===== src/rtl/swc_pkg.sv =====
package swc_pkg;

   typedef enum logic [1:0] {
      ST_IDLE,
      ST_ISSUE,
      ST_WAIT,
      ST_DONE
   } swc_state_e;

   typedef enum logic [1:0] {
      PH_CMAX,
      PH_FMAX,
      PH_CMIN,
      PH_FMIN
   } swc_phase_e;

endpackage


===== src/rtl/swc_limits.sv =====
module swc_limits #(
   parameter int FW = 4
) (
   input  logic [2*FW-1:0] dll_i,
   output logic [FW-1:0]   clim_o,
   output logic [FW-1:0]   flim_o
);
   localparam logic [FW-1:0] MID = FW'(1 << (FW-1));

   logic [FW-1:0] lim [2];

   for (genvar g = 0; g < 2; g++) begin : g_nib
      logic [FW-1:0] nib;
      assign nib    = dll_i[g*FW +: FW];
      assign lim[g] = (nib <= MID) ? (MID - nib) : '0;
   end

   assign flim_o = lim[0];
   assign clim_o = lim[1];
endmodule


===== src/rtl/swc_step.sv =====
module swc_step #(
   parameter int FW = 4
) (
   input  logic          up_i,
   input  logic [FW-1:0] cur_i,
   input  logic [FW-1:0] start_i,
   input  logic [FW-1:0] bound_i,
   input  logic          fail_i,
   output logic          fin_o,
   output logic [FW:0]   res_o,
   output logic [FW-1:0] nxt_o
);
   always_comb begin
      fin_o = 1'b0;
      nxt_o = cur_i;
      res_o = {1'b0, cur_i};
      if (fail_i) begin
         fin_o = 1'b1;
         if (cur_i == start_i)
            res_o = {1'b0, start_i};
         else if (up_i)
            res_o = {1'b0, cur_i} - (FW+1)'(1);
         else
            res_o = {1'b0, cur_i} + (FW+1)'(1);
      end else if (cur_i == bound_i) begin
         fin_o = 1'b1;
         res_o = {1'b0, bound_i};
      end else begin
         nxt_o = up_i ? (cur_i + FW'(1)) : (cur_i - FW'(1));
      end
   end
endmodule


===== src/rtl/swc_centre.sv =====
module swc_centre #(
   parameter int FW = 4
) (
   input  logic [FW-1:0]   cmax_i,
   input  logic [FW-1:0]   cmin_i,
   input  logic [FW-1:0]   fmax_i,
   input  logic [FW-1:0]   fmin_i,
   output logic [2*FW-1:0] byte_o
);
   localparam logic [FW:0] QTR  = (FW+1)'(1 << (FW-2));
   localparam logic [FW:0] HALF = (FW+1)'(1 << (FW-1));
   localparam logic [FW:0] FULL = (FW+1)'(1 << FW);

   logic [FW:0]   csum;
   logic [FW-1:0] cc;
   logic [FW:0]   fc;

   always_comb begin
      csum = {1'b0, cmax_i} + {1'b0, cmin_i};
      cc   = csum[FW:1];
      fc   = (csum[0] ? QTR : '0) + (({1'b0, fmax_i} + {1'b0, fmin_i}) >> 1);
      if (fc >= FULL) begin
         cc = cc + FW'(1);
         fc = fc - HALF;
      end
      byte_o = {cc, fc[FW-1:0]};
   end
endmodule


===== src/rtl/strobe_window_cal.sv =====
module strobe_window_cal
   import swc_pkg::*;
#(
   parameter int         LANES   = 2,
   parameter int         FW      = 4,
   parameter logic [1:0] BIAS_HI = 2'd3,
   parameter logic [1:0] BIAS_LO = 2'd1
) (
   input  logic                      clk,
   input  logic                      rst_n,
   input  logic                      cal_start_i,
   input  logic                      wide16_i,
   input  logic [2*FW-1:0]           dll_code_i,
   input  logic                      sref_cfg_i,
   input  logic [LANES-1:0]          gate_cfg_i,
   output logic                      sref_en_o,
   output logic [LANES-1:0]          gate_en_o,
   output logic                      trial_go_o,
   output logic [LANES*2*FW-1:0]     trial_word_o,
   output logic [1:0]                trial_bias_o,
   input  logic                      trial_done_i,
   input  logic                      trial_err_i,
   output logic [LANES*2*FW-1:0]     delay_word_o,
   output logic                      busy_o,
   output logic                      done_o
);
   localparam int BW = 2*FW;
   localparam int W  = LANES*BW;
   localparam int LW = (LANES > 1) ? $clog2(LANES) : 1;

   localparam logic [FW-1:0] F_ONES     = '1;
   localparam logic [FW-1:0] CMAX_START = FW'((1 << (FW-1)) - 1);
   localparam logic [FW-1:0] CMIN_START = CMAX_START - FW'(1);
   localparam logic [FW-1:0] FMAX_START = '0;
   localparam logic [FW-1:0] FMIN_START = F_ONES;
   localparam logic [FW-1:0] DEF_FINE   = FW'(1 << (FW-2));
   localparam logic [BW-1:0] DEF_BYTE   = {CMAX_START, DEF_FINE};
   localparam logic [W-1:0]  DEF_WORD   = {LANES{DEF_BYTE}};
   localparam logic [FW:0]   FMIN_WRAP  = {1'b0, FMIN_START} + (FW+1)'(1);

   if (LANES < 1 || LANES > 2) begin : g_bad_lanes
      $error("strobe_window_cal: LANES must be 1 or 2");
   end
   if (FW < 3) begin : g_bad_fw
      $error("strobe_window_cal: FW must be at least 3");
   end

   swc_state_e      st;
   swc_phase_e      ph;
   logic [LW-1:0]   lane;
   logic [FW-1:0]   val, cmax_q, cmin_q, fmax_q;
   logic [FW-1:0]   clim_q, flim_q, clim_w, flim_w;
   logic [W-1:0]    acc, dly;
   logic            wide_q, done_q;
   logic [LANES-1:0] gate_sv, gmask;
   logic            lane_last;

   logic            up_w;
   logic [FW-1:0]   start_w, bound_w;
   logic            stp_fin;
   logic [FW:0]     stp_res;
   logic [FW-1:0]   stp_nxt;
   logic [FW-1:0]   cmin_w, fmin_w;
   logic [BW-1:0]   ctr_byte, tbyte;

   swc_limits #(.FW(FW)) i_limits (
      .dll_i  (dll_code_i),
      .clim_o (clim_w),
      .flim_o (flim_w)
   );

   always_comb begin
      unique case (ph)
         PH_CMAX: begin up_w = 1'b1; start_w = CMAX_START; bound_w = F_ONES; tbyte = {val, F_ONES}; end
         PH_FMAX: begin up_w = 1'b1; start_w = FMAX_START; bound_w = F_ONES; tbyte = {cmax_q, val}; end
         PH_CMIN: begin up_w = 1'b0; start_w = CMIN_START; bound_w = clim_q; tbyte = {val, FW'(0)}; end
         PH_FMIN: begin up_w = 1'b0; start_w = FMIN_START; bound_w = flim_q; tbyte = {cmin_q, val}; end
      endcase
   end

   swc_step #(.FW(FW)) i_step (
      .up_i    (up_w),
      .cur_i   (val),
      .start_i (start_w),
      .bound_i (bound_w),
      .fail_i  (trial_err_i),
      .fin_o   (stp_fin),
      .res_o   (stp_res),
      .nxt_o   (stp_nxt)
   );

   always_comb begin
      if (stp_res == FMIN_WRAP) begin
         cmin_w = cmin_q + FW'(1);
         fmin_w = '0;
      end else begin
         cmin_w = cmin_q;
         fmin_w = stp_res[FW-1:0];
      end
   end

   swc_centre #(.FW(FW)) i_centre (
      .cmax_i (cmax_q),
      .cmin_i (cmin_w),
      .fmax_i (fmax_q),
      .fmin_i (fmin_w),
      .byte_o (ctr_byte)
   );

   if (LANES == 2) begin : g_dual
      assign gmask     = {wide_q, 1'b1};
      assign lane_last = (lane == LW'(wide_q));
   end else begin : g_single
      assign gmask     = '1;
      assign lane_last = 1'b1;
   end

   for (genvar g = 0; g < LANES; g++) begin : g_word
      assign trial_word_o[g*BW +: BW] = (lane == LW'(g)) ? tbyte : acc[g*BW +: BW];
   end

   always_ff @(posedge clk or negedge rst_n) begin
      if (!rst_n) begin
         st      <= ST_IDLE;
         ph      <= PH_CMAX;
         lane    <= '0;
         val     <= '0;
         cmax_q  <= '0;
         cmin_q  <= '0;
         fmax_q  <= '0;
         clim_q  <= '0;
         flim_q  <= '0;
         acc     <= DEF_WORD;
         dly     <= DEF_WORD;
         wide_q  <= 1'b0;
         gate_sv <= '0;
         done_q  <= 1'b0;
      end else begin
         done_q <= 1'b0;
         unique case (st)
            ST_IDLE: begin
               if (cal_start_i) begin
                  wide_q  <= wide16_i;
                  clim_q  <= clim_w;
                  flim_q  <= flim_w;
                  gate_sv <= gate_cfg_i;
                  acc     <= DEF_WORD;
                  lane    <= '0;
                  ph      <= PH_CMAX;
                  val     <= CMAX_START;
                  st      <= ST_ISSUE;
               end
            end
            ST_ISSUE: st <= ST_WAIT;
            ST_WAIT: begin
               if (trial_done_i) begin
                  st <= ST_ISSUE;
                  if (!stp_fin) begin
                     val <= stp_nxt;
                  end else begin
                     unique case (ph)
                        PH_CMAX: begin
                           cmax_q <= stp_res[FW-1:0];
                           ph     <= PH_FMAX;
                           val    <= FMAX_START;
                        end
                        PH_FMAX: begin
                           if (stp_res == '0) begin
                              cmax_q <= cmax_q - FW'(1);
                              fmax_q <= F_ONES;
                           end else begin
                              fmax_q <= stp_res[FW-1:0] - FW'(1);
                           end
                           if (clim_q > CMIN_START) begin
                              cmin_q <= clim_q;
                              ph     <= PH_FMIN;
                              val    <= FMIN_START;
                           end else begin
                              ph     <= PH_CMIN;
                              val    <= CMIN_START;
                           end
                        end
                        PH_CMIN: begin
                           cmin_q <= stp_res[FW-1:0];
                           ph     <= PH_FMIN;
                           val    <= FMIN_START;
                        end
                        PH_FMIN: begin
                           acc[int'(lane)*BW +: BW] <= ctr_byte;
                           if (lane_last) begin
                              st <= ST_DONE;
                           end else begin
                              lane <= lane + LW'(1);
                              ph   <= PH_CMAX;
                              val  <= CMAX_START;
                           end
                        end
                     endcase
                  end
               end
            end
            ST_DONE: begin
               dly    <= acc;
               done_q <= 1'b1;
               st     <= ST_IDLE;
            end
         endcase
      end
   end

   assign busy_o       = (st != ST_IDLE);
   assign done_o       = done_q;
   assign delay_word_o = dly;
   assign trial_go_o   = (st == ST_ISSUE);
   assign trial_bias_o = (ph == PH_CMAX || ph == PH_FMAX) ? BIAS_HI : BIAS_LO;
   assign sref_en_o    = sref_cfg_i & ~busy_o;
   assign gate_en_o    = busy_o ? (gate_sv & ~gmask) : gate_cfg_i;
endmodule


===== config.mk =====
export PLATFORM = sky130hd
export DESIGN_NAME = strobe_window_cal
export DESIGN_NICKNAME = d
export VERILOG_FILES = /design/src/rtl/swc_pkg.sv /design/src/rtl/swc_limits.sv /design/src/rtl/swc_step.sv /design/src/rtl/swc_centre.sv /design/src/rtl/strobe_window_cal.sv
export SDC_FILE = /design/constraint.sdc
export NUM_CORES = 1
export LEC_CHECK = 0
export BUFFER_PORTS_ARGS = -buffer_cell sky130_fd_sc_hd__buf_2
export CORE_AREA = 10 10 104 125
export DETAILED_ROUTE_END_ITERATION = 12
export DIE_AREA = 0 0 114 135
export PLACE_DENSITY_LB_ADDON = 0.15
export SKIP_CTS_REPAIR_TIMING = 1
export SLEW_MARGIN = 20
export SYNTH_ARGS = -nofsm -noshare
export SYNTH_HDL_FRONTEND = slang
export SYNTH_SLANG_ARGS = --single-unit

===== constraint.sdc =====
create_clock -name clk -period 5.5 [get_ports clk]
set_clock_uncertainty 0.05 [all_clocks]
set_input_delay 0.55 -clock clk [delete_from_list [all_inputs] [get_ports clk]]
set_output_delay 0.55 -clock clk [all_outputs]
set_load 0.01 [all_outputs]

==> results of run 1 <==
## path summary, 6_finish.rpt
path | slack [ns] | endpoint
min in group clk | 0.38 | clim_q[3]
hold reg to reg | 0.42 | delay_word_o[3]
setup reg to reg | 0.47 | acc[6]
hold / removal | 0.34 | done_o
setup / recovery | 0.47 | acc[6]
max in group asynchronous | 4.49 | ph[0]
## cell usage after synthesis (3+ instances only)
cell	number
dfrtp_1	48
nand2_1	47
a21oi_1	40
nor2_1	37
inv_1	32
o21ai_0	25
ha_1	22
mux2_2	19
dfstp_2	16
clkbuf_1	15
a21o_1	14
mux2i_1	13
xnor2_1	13
nor2b_1	12
xor2_1	10
and2_1	9
nand2b_1	8
o31ai_1	8
a22o_1	7
buf_2	6
a2bb2oi_1	4
a31oi_1	4
and3_1	4
nand3_1	4
nor3_1	4
o2bb2ai_1	4
a22oi_1	3
fa_1	3
nand4_1	3
o211ai_1	3
o22a_1	3
## power breakdown
part	internal (uW)	switching, uW	total [uW]
registers	626	208	834
clock network	466	213	679
logic	949	1300	2250
## metrics by stage
step / worst slack (ns) / utilization, % / power (uW) / hold slack, ns / instance area [um2]
after floorplan: 0.525 / - / 2450 / 0.204 / 4420
after global placement: 0.583 / 45.9 / 3060 / 0.414 / 4800
after detailed placement: 0.374 / 45.9 / 3090 / 0.415 / 4800
after CTS: 0.354 / 49.2 / 3790 / 0.367 / 5150
after global routing: 0.0773 / 49.3 / 4080 / 0.390 / 5160
final: 0.465 / 49.3 / 3760 / 0.342 / 5160
## cells by family after synthesis
group	Yosys count	share of synthesized area [%]
AND/OR/NAND/NOR	144	16.2
AO/OA/AOI/OAI	139	21.6
multiplexers	33	8.04
XOR/XNOR	23	4.56
other	1	0.0848
flip-flops	64	36.7
buffers and inverters	57	5.26
adder cells (fa/ha/maj)	25	7.58
## registers in the layout (all words and copies together), names as in the netlist, 4 cells and up
name	count
flim_q	4
clim_q	4
fmax_q	4
delay_word_o	16
cmin_q	4
acc	16
val	4
cmax_q	4
## final cells by class
class                           instances  area share (%)
Multi-Input combinational cell        365            49.8
Sequential cell                        64            31.5
Timing Repair Buffer                   62            6.36
Clock buffer                           11            4.90
Tap cell                              129            3.13
Inverter                               32            2.33
Clock inverter                          5            1.99
## critical path, stage by stage, from the launching register on
cell and delay (ns):
dfrtp_2 0.48, ha_1 0.36, nor2_2 0.21, inv_1 0.12, fa_1 0.50, nand2_1 0.12, a21oi_1 0.06, o21ai_0 0.15
a21boi_0 0.37, inv_1 0.11, ha_1 0.26, nand2_1 0.10, nor3_2 0.06, nor2_1 0.20, ha_1 0.27, a31o_2 0.23
a21oi_1 0.19, xnor2_1 0.09, ha_1 0.19, and2_1 0.20, and3_1 0.20, o21ai_0 0.21, a2bb2oi_1 0.22
## metal layers
metal  share of wire (%)  wire length [um]  global-route usage [%]  vias to the layer above
met4                 2.2               265                    7.11                        0
met3                 6.2               743                    4.70                       20
met2                  49              5870                    26.4                       92
met5                   0                 0                       0                        -
li1                    -                 -                       -                     1823
met1                  43              5100                    18.7                     1796
## layout by cell type (no fill, tap or decap), types with 2 or more instances in the layout
master	count
a211oi_4	2
a21o_1	14
a21oi_1	40
a22o_1	7
a22oi_1	3
a2bb2oi_1	4
a31oi_1	4
a32o_1	2
and2_1	9
and3_1	4
and4b_1	2
buf_2	55
buf_4	7
bufinv_16	3
clkbuf_16	9
clkbuf_8	2
dfrtp_1	47
dfstp_2	16
fa_1	3
ha_1	22
inv_1	32
mux2_2	19
mux2i_1	13
nand2_1	47
nand2b_1	8
nand3_1	4
nand4_1	3
nor2_1	36
nor2b_1	12
nor3_1	4
o211ai_1	3
o21ai_0	25
o22a_1	3
o2bb2ai_1	4
o31a_1	2
o31ai_1	8
or2_2	2
or3_1	2
xnor2_1	13
xor2_1	10
==> reports/results.md, run 1 <==
| Group | Metric | Reported |
|---|---|---|
| timing | Number of setup violations in the final report | 0 |
| routing | Via density per instance | 5.59 |
| final layout | Flip-flop and latch area | 1620 um2 |
| global route | Via count of the first global-routing pass | 3752 |
| global route | Largest net degree at the start of global routing | 65 |
| pwr | Pleak | 0.00243 uW |
| pwr | Power density relative to cell area | 730 nW/um2 |
| cts | Maximum level of the CTS H-tree | 3 |
| final layout | Count of nets after finishing | 576 |
| timing | Setup total negative slack | 0 ns |
| synthesis | Post-synthesis async set-or-reset flop share | 100% |
| global route | Global routing usage summed across all routing layers | 16.0% |
| final layout | Multi-input logic area | 2570 um2 |
| floorplan | Area of the die | 15400 um2 |
| pwr | Worst-case vdd ir drop | 0.264 mV |
| worst setup path | Crit Reg-Reg Startpoint | ph[0] |
| cts | Clock sinks | 64 |
| outcome | Result of the run | complete, no violations |
| worst setup path | Critical Path RT | 5.71 ns |
| final layout | Layout cells sized above 1 | 23.6% |
| routing | Average wire length per cell after detail routing | 17.9 um |
| synthesis | Syn Area/Cell | 9.10 um2 |
| final layout | Layout overhead on the synthesized area | 16.6% |
| global route | Wire length of the first global-routing pass | 19800 um |
| synthesis | Post-synth top flop | dfrtp_1 |
| worst setup path | Largest driver fanout on the critical path | 11 |
| routing | Violation count after the first detailed-route iteration | 241 |
| synthesis | Post-synth design cell area | 4420 um2 |
| worst setup path | Worst setup path startpoint | ph[0] |
| floorplan | Std-Cell Rows | 41 |
| cts | Maximum number of buffers from clock root to sink | 2 |
| synthesis | Number of synthesized flops with an enable pin | 0 |
| synthesis | Nets in the synthesized netlist | 528 |
| hold path | Path class of the lowest-slack min-delay path | in2async |
| cts | Clock network latency to the later pin of the worst-skew pair | 0.34 ns |
| worst setup path | Depth of the worst register-to-register path | 22 |
| synthesis | Cells taking the most area after synthesis | dfrtp_1 (27%), dfstp_2 (9.5%), ha_1 (6.2%), mux2_2 (4.8%), a21oi_1 (4.5%) |
| final layout | Total inserted antenna cells | 0 |
| flow run | Number of maximum-capacitance violations | 0 |
| synthesis | Cell accounting for the most synthesized area | dfrtp_1 |
| timing | Final cycle utilization of the critical path | 91.5% |
| floorplan | Core area | 10500 um2 |
| placement | Placer's final routability congestion estimate | 0.928 |
| timing | Post-route minimum period | 5.03 ns |
| synthesis | Flip-flop and latch count after synthesis | 64 |
| routing | Total number of vias | 3731 |
| placement | Count of placed standard cells including taps | 652 |
| synthesis | Count of warnings emitted by yosys | 0 |
| timing | Count of final hold-check violations | 0 |
| timing | Maximum clock frequency | 0.199 GHz |
| routing | Antenna Violating Nets Remaining | 0 |
| routing | DRC violation count after routing | 0 |
| floorplan | Overall die width | 114 um |
| timing | Final max-slew violation count | 0 |
| global route | Remaining global-route overflow | 0 |
| synthesis | Syn Inst Count | 486 |
| worst setup path | Startpoint class of the critical path | register |
| timing | Headroom to the max-slew limit | 32.0% |
| cts | Clock tree from TritonCTS | built |
| routing | Routed Wire Length | 12000 um |
| floorplan | Initial Util | 42.3% |
| worst setup path | Arrival @ worst endpoint | 5.24 ns |
| final layout | Layout fillers | 997 |
| worst setup path | Type of element capturing the critical path | register |
| cts | Clock-pin slew on the worst setup and hold paths | 0.06 ns |
| placement | Number of input and output port buffers inserted | 55 |
| routing | Number of detailed-route iterations in the first pass | 4 |
| floorplan | Ports placed on the boundary | 57 |
| timing | Measured slew at the worst slew-check pin | 1.02 ns |
| floorplan | Chip Height | 135 um |
| final layout | Final Instance Count excl. Fillers | 668 |
| cts | Master cell of the clock root buffer | clkbuf_16 |
| cts | TritonCTS buffer count | 9 |
| synthesis | Area share of the leading cell type in the synthesized netlist | 27.2% |
| synthesis | Fraction of the yosys area taken by sequential cells | 36.7% |
| placement | Detailed Place HPWL | 9170 um |
| global route | Number of antenna violations at the first check in global routing | 0 |
| synthesis | Number of library cell types mapped by synthesis | 70 |
| timing | Setup repair after global routing missed its margin | false |
| worst setup path | Category of the most critical setup path | reg2reg |
Note: power is estimated with default switching activity, not from simulation.
==> inputs of run 2 (changes only) <==
- CORE_AREA: 10 10 104 125 -> 2 2 98 119
- DIE_AREA: 0 0 114 135 -> 0 0 100 121
- PLACE_DENSITY_LB_ADDON: 0.15 -> 0.3
==> run 2 against run 1 <==
  * First-iteration DRC count shrank 21%
  * Hold slack lost 0.024 ns
  * Register-to-register slack better by 0.02 ns
  * Critical endpoint is now acc[15]
  * Critical path depth unchanged
==> reports/results.md, run 2 (synthesis gave the netlist of run 1 again) <==
| Group | Metric | Reported | Delta |
|---|---|---|---|
| timing | Setup repair after global routing missed its margin | false |  |
| final layout | Post-layout utilization of the core | 46.9% | -2.4 points |
| worst setup path | Crit Reg-Reg Startpoint | ph[0] |  |
| floorplan | Ports placed on the boundary | 57 | unchanged |
| floorplan | Overall die width | 100 um | -12% |
| final layout | Most common cell after layout, fill and taps aside | buf_2 |  |
| hold path | Path class of the lowest-slack min-delay path | in2async |  |
| timing | Setup total negative slack | 0 ns | unchanged |
| placement | Placer's final routability congestion estimate | 0.988 | +6.4% |
| timing | Maximum clock frequency | 0.199 GHz | +0.41% |
| outcome | Result of the run | complete, no violations |  |
| floorplan | Core area | 10900 um2 | +4.4% |
| global route | Global routing usage summed across all routing layers | 19.6% | +3.6 points |
| timing | Post-route minimum period | 5.01 ns | -0.0203 ns |
| placement | Number of input and output port buffers inserted | 55 | unchanged |
| pwr | Worst-case vdd ir drop | 0.201 mV | -24% |
| worst setup path | Startpoint class of the critical path | register |  |
| cts | Clock tree from TritonCTS | built |  |
| worst setup path | Largest driver fanout on the critical path | 11 | unchanged |
| final layout | Total inserted antenna cells | 0 | unchanged |
| routing | DRC violation count after routing | 0 | unchanged |
| floorplan | Chip Height | 121 um | -10% |
| worst setup path | Register-to-register path setup slack | 0.49 ns | +0.02 ns |
| placement | Detailed Place HPWL | 8400 um | -8.3% |
| flow run | Number of maximum-capacitance violations | 0 | unchanged |
| placement | Count of placed standard cells including taps | 657 | +0.77% |
| final layout | Final Instance Count excl. Fillers | 673 | +0.75% |
| cts | Clock network latency to the later pin of the worst-skew pair | 0.34 ns | about the same |
| floorplan | Area of the die | 12100 um2 | -21% |
| routing | Number of detailed-route iterations in the first pass | 5 | +1 |
| routing | Antenna Violating Nets Remaining | 0 | unchanged |
| global route | Via count of the first global-routing pass | 3702 | -1.3% |
| timing | Headroom to the max-slew limit | 46.1% | +14 points |
| timing | Final cycle utilization of the critical path | 91.2% | -0.37 points |
| timing | Worst Hold Slack | 0.318 ns | -0.0235 ns |
| routing | Via density per instance | 5.46 | -2.2% |
| timing | Count of final hold-check violations | 0 | unchanged |
| floorplan | Std-Cell Rows | 42 | +2.4% |
| cts | Maximum level of the CTS H-tree | 3 | unchanged |
| final layout | Layout cells sized above 1 | 23.8% | +0.28 points |
| routing | Total number of vias | 3676 | -1.5% |
| cts | Clock-pin slew on the worst setup and hold paths | 0.06 ns | about the same |
| final layout | Commonest non-fill, non-tap cells in the layout | buf_2 (55), nand2_1 (47), dfrtp_1 (47) |  |
| cts | TritonCTS buffer count | 9 | unchanged |
| timing | Number of setup violations in the final report | 0 | unchanged |
| cts | Clock sinks | 64 | unchanged |
| worst setup path | Depth of the worst register-to-register path | 22 | unchanged |
| global route | Wire length of the first global-routing pass | 18600 um | -6.0% |
| routing | Violation count after the first detailed-route iteration | 190 | -21% |
| cts | Maximum number of buffers from clock root to sink | 2 | unchanged |
| worst setup path | Worst reg2reg endpoint | acc[15] |  |
| global route | Number of antenna violations at the first check in global routing | 0 | unchanged |
| worst setup path | Type of element capturing the critical path | register |  |
| timing | Final max-slew violation count | 0 | unchanged |
| cts | Master cell of the clock root buffer | clkbuf_16 |  |
| pwr | Power density relative to cell area | 713 nW/um2 | -2.3% |
| worst setup path | Critical Path RT | 5.71 ns | about the same |
| final layout | Layout fillers | 1084 | +8.7% |
| global route | Largest net degree at the start of global routing | 65 | unchanged |
| routing | Routed Wire Length | 11100 um | -7.3% |
| pwr | Power Total | 3660 uW | -2.9% |
| final layout | Count of nets after finishing | 578 | +0.35% |
| worst setup path | Category of the most critical setup path | reg2reg |  |
| worst setup path | Worst setup path startpoint | ph[0] |  |
| routing | Average wire length per cell after detail routing | 16.5 um | -8.0% |
| floorplan | Initial Util | 40.5% | -1.8 points |
| final layout | Layout overhead on the synthesized area | 16.0% |  |
| timing | Measured slew at the worst slew-check pin | 0.802 ns | -0.219 ns |
| global route | Remaining global-route overflow | 0 | unchanged |
| pwr | Pleak | 0.00241 uW | -0.57% |
| worst setup path | Arrival @ worst endpoint | 5.23 ns | about the same |
## run 2: cell count changes in the layout (fill, tap and decap cells not counted)
cell,previous run,this run
buf_4,7,9
a21boi_0,1,0
a21boi_1,0,1
clkinvlp_4,1,2
clkinv_2,1,2
bufinv_16,3,1
## run 2: worst max-delay path, cell delays in order, from the launching register on
cell	delay [ns]
dfrtp_2	0.47
ha_1	0.35
nor2_1	0.28
inv_1	0.15
ha_1	0.32
inv_1	0.06
ha_1	0.21
and2_1	0.15
a221o_1	0.35
a211oi_4	0.27
a211oi_4	0.07
nor3_2	0.27
nor2_1	0.12
ha_1	0.29
a31o_2	0.23
a21oi_1	0.16
xnor2_1	0.13
ha_1	0.17
and2_1	0.24
nand4_1	0.14
xor2_1	0.15
nand2_1	0.09
o2bb2ai_1	0.20
## run 2: layout make-up
class,instances,area (um2),area share (%)
Clock buffer,11,253,4.93
Tap cell,132,165,3.22
Clock inverter,5,55.1,1.07
Inverter,32,120,2.34
Timing Repair Buffer,64,343,6.68
Multi-Input combinational cell,365,2570,50.1
Sequential cell,64,1620,31.6
## run 2: per-layer routing
layer	vias up	wire [um]	share of wire [%]	track usage, %
met4	0	365	3.3	9.08
met3	24	508	4.6	3.86
met1	1736	4780	43	24.1
met5	-	0	0	0
met2	98	5450	49	32.8
li1	1818	-	-	-
## run 2: worst max path at each step
stage                         end  depth (start not counted)
after floorplan           acc[15]                         26
after global routing      acc[15]                         23
after CTS                 acc[15]                         24
after global placement    acc[15]                         24
final                     acc[15]                         22
after detailed placement   acc[7]                         23
## run 2: per-stage QoR
step                      setup WS [ns]  instance area (um2)
after floorplan                   0.525                 4420
after global placement            0.605                 4820
after detailed placement          0.427                 4820
after CTS                         0.402                 5120
after global routing             0.0319                 5130
final                             0.486                 5130
## run 2: power by group
part / leakage (uW) / switching [uW] / total, uW / internal [uW]
Clock: 0.000148 / 214 / 588 / 373
Sequential: 0.000783 / 192 / 819 / 627
Combinational: 0.00148 / 1280 / 2250 / 966
Total: 0.00241 / 1690 / 3660 / 1970
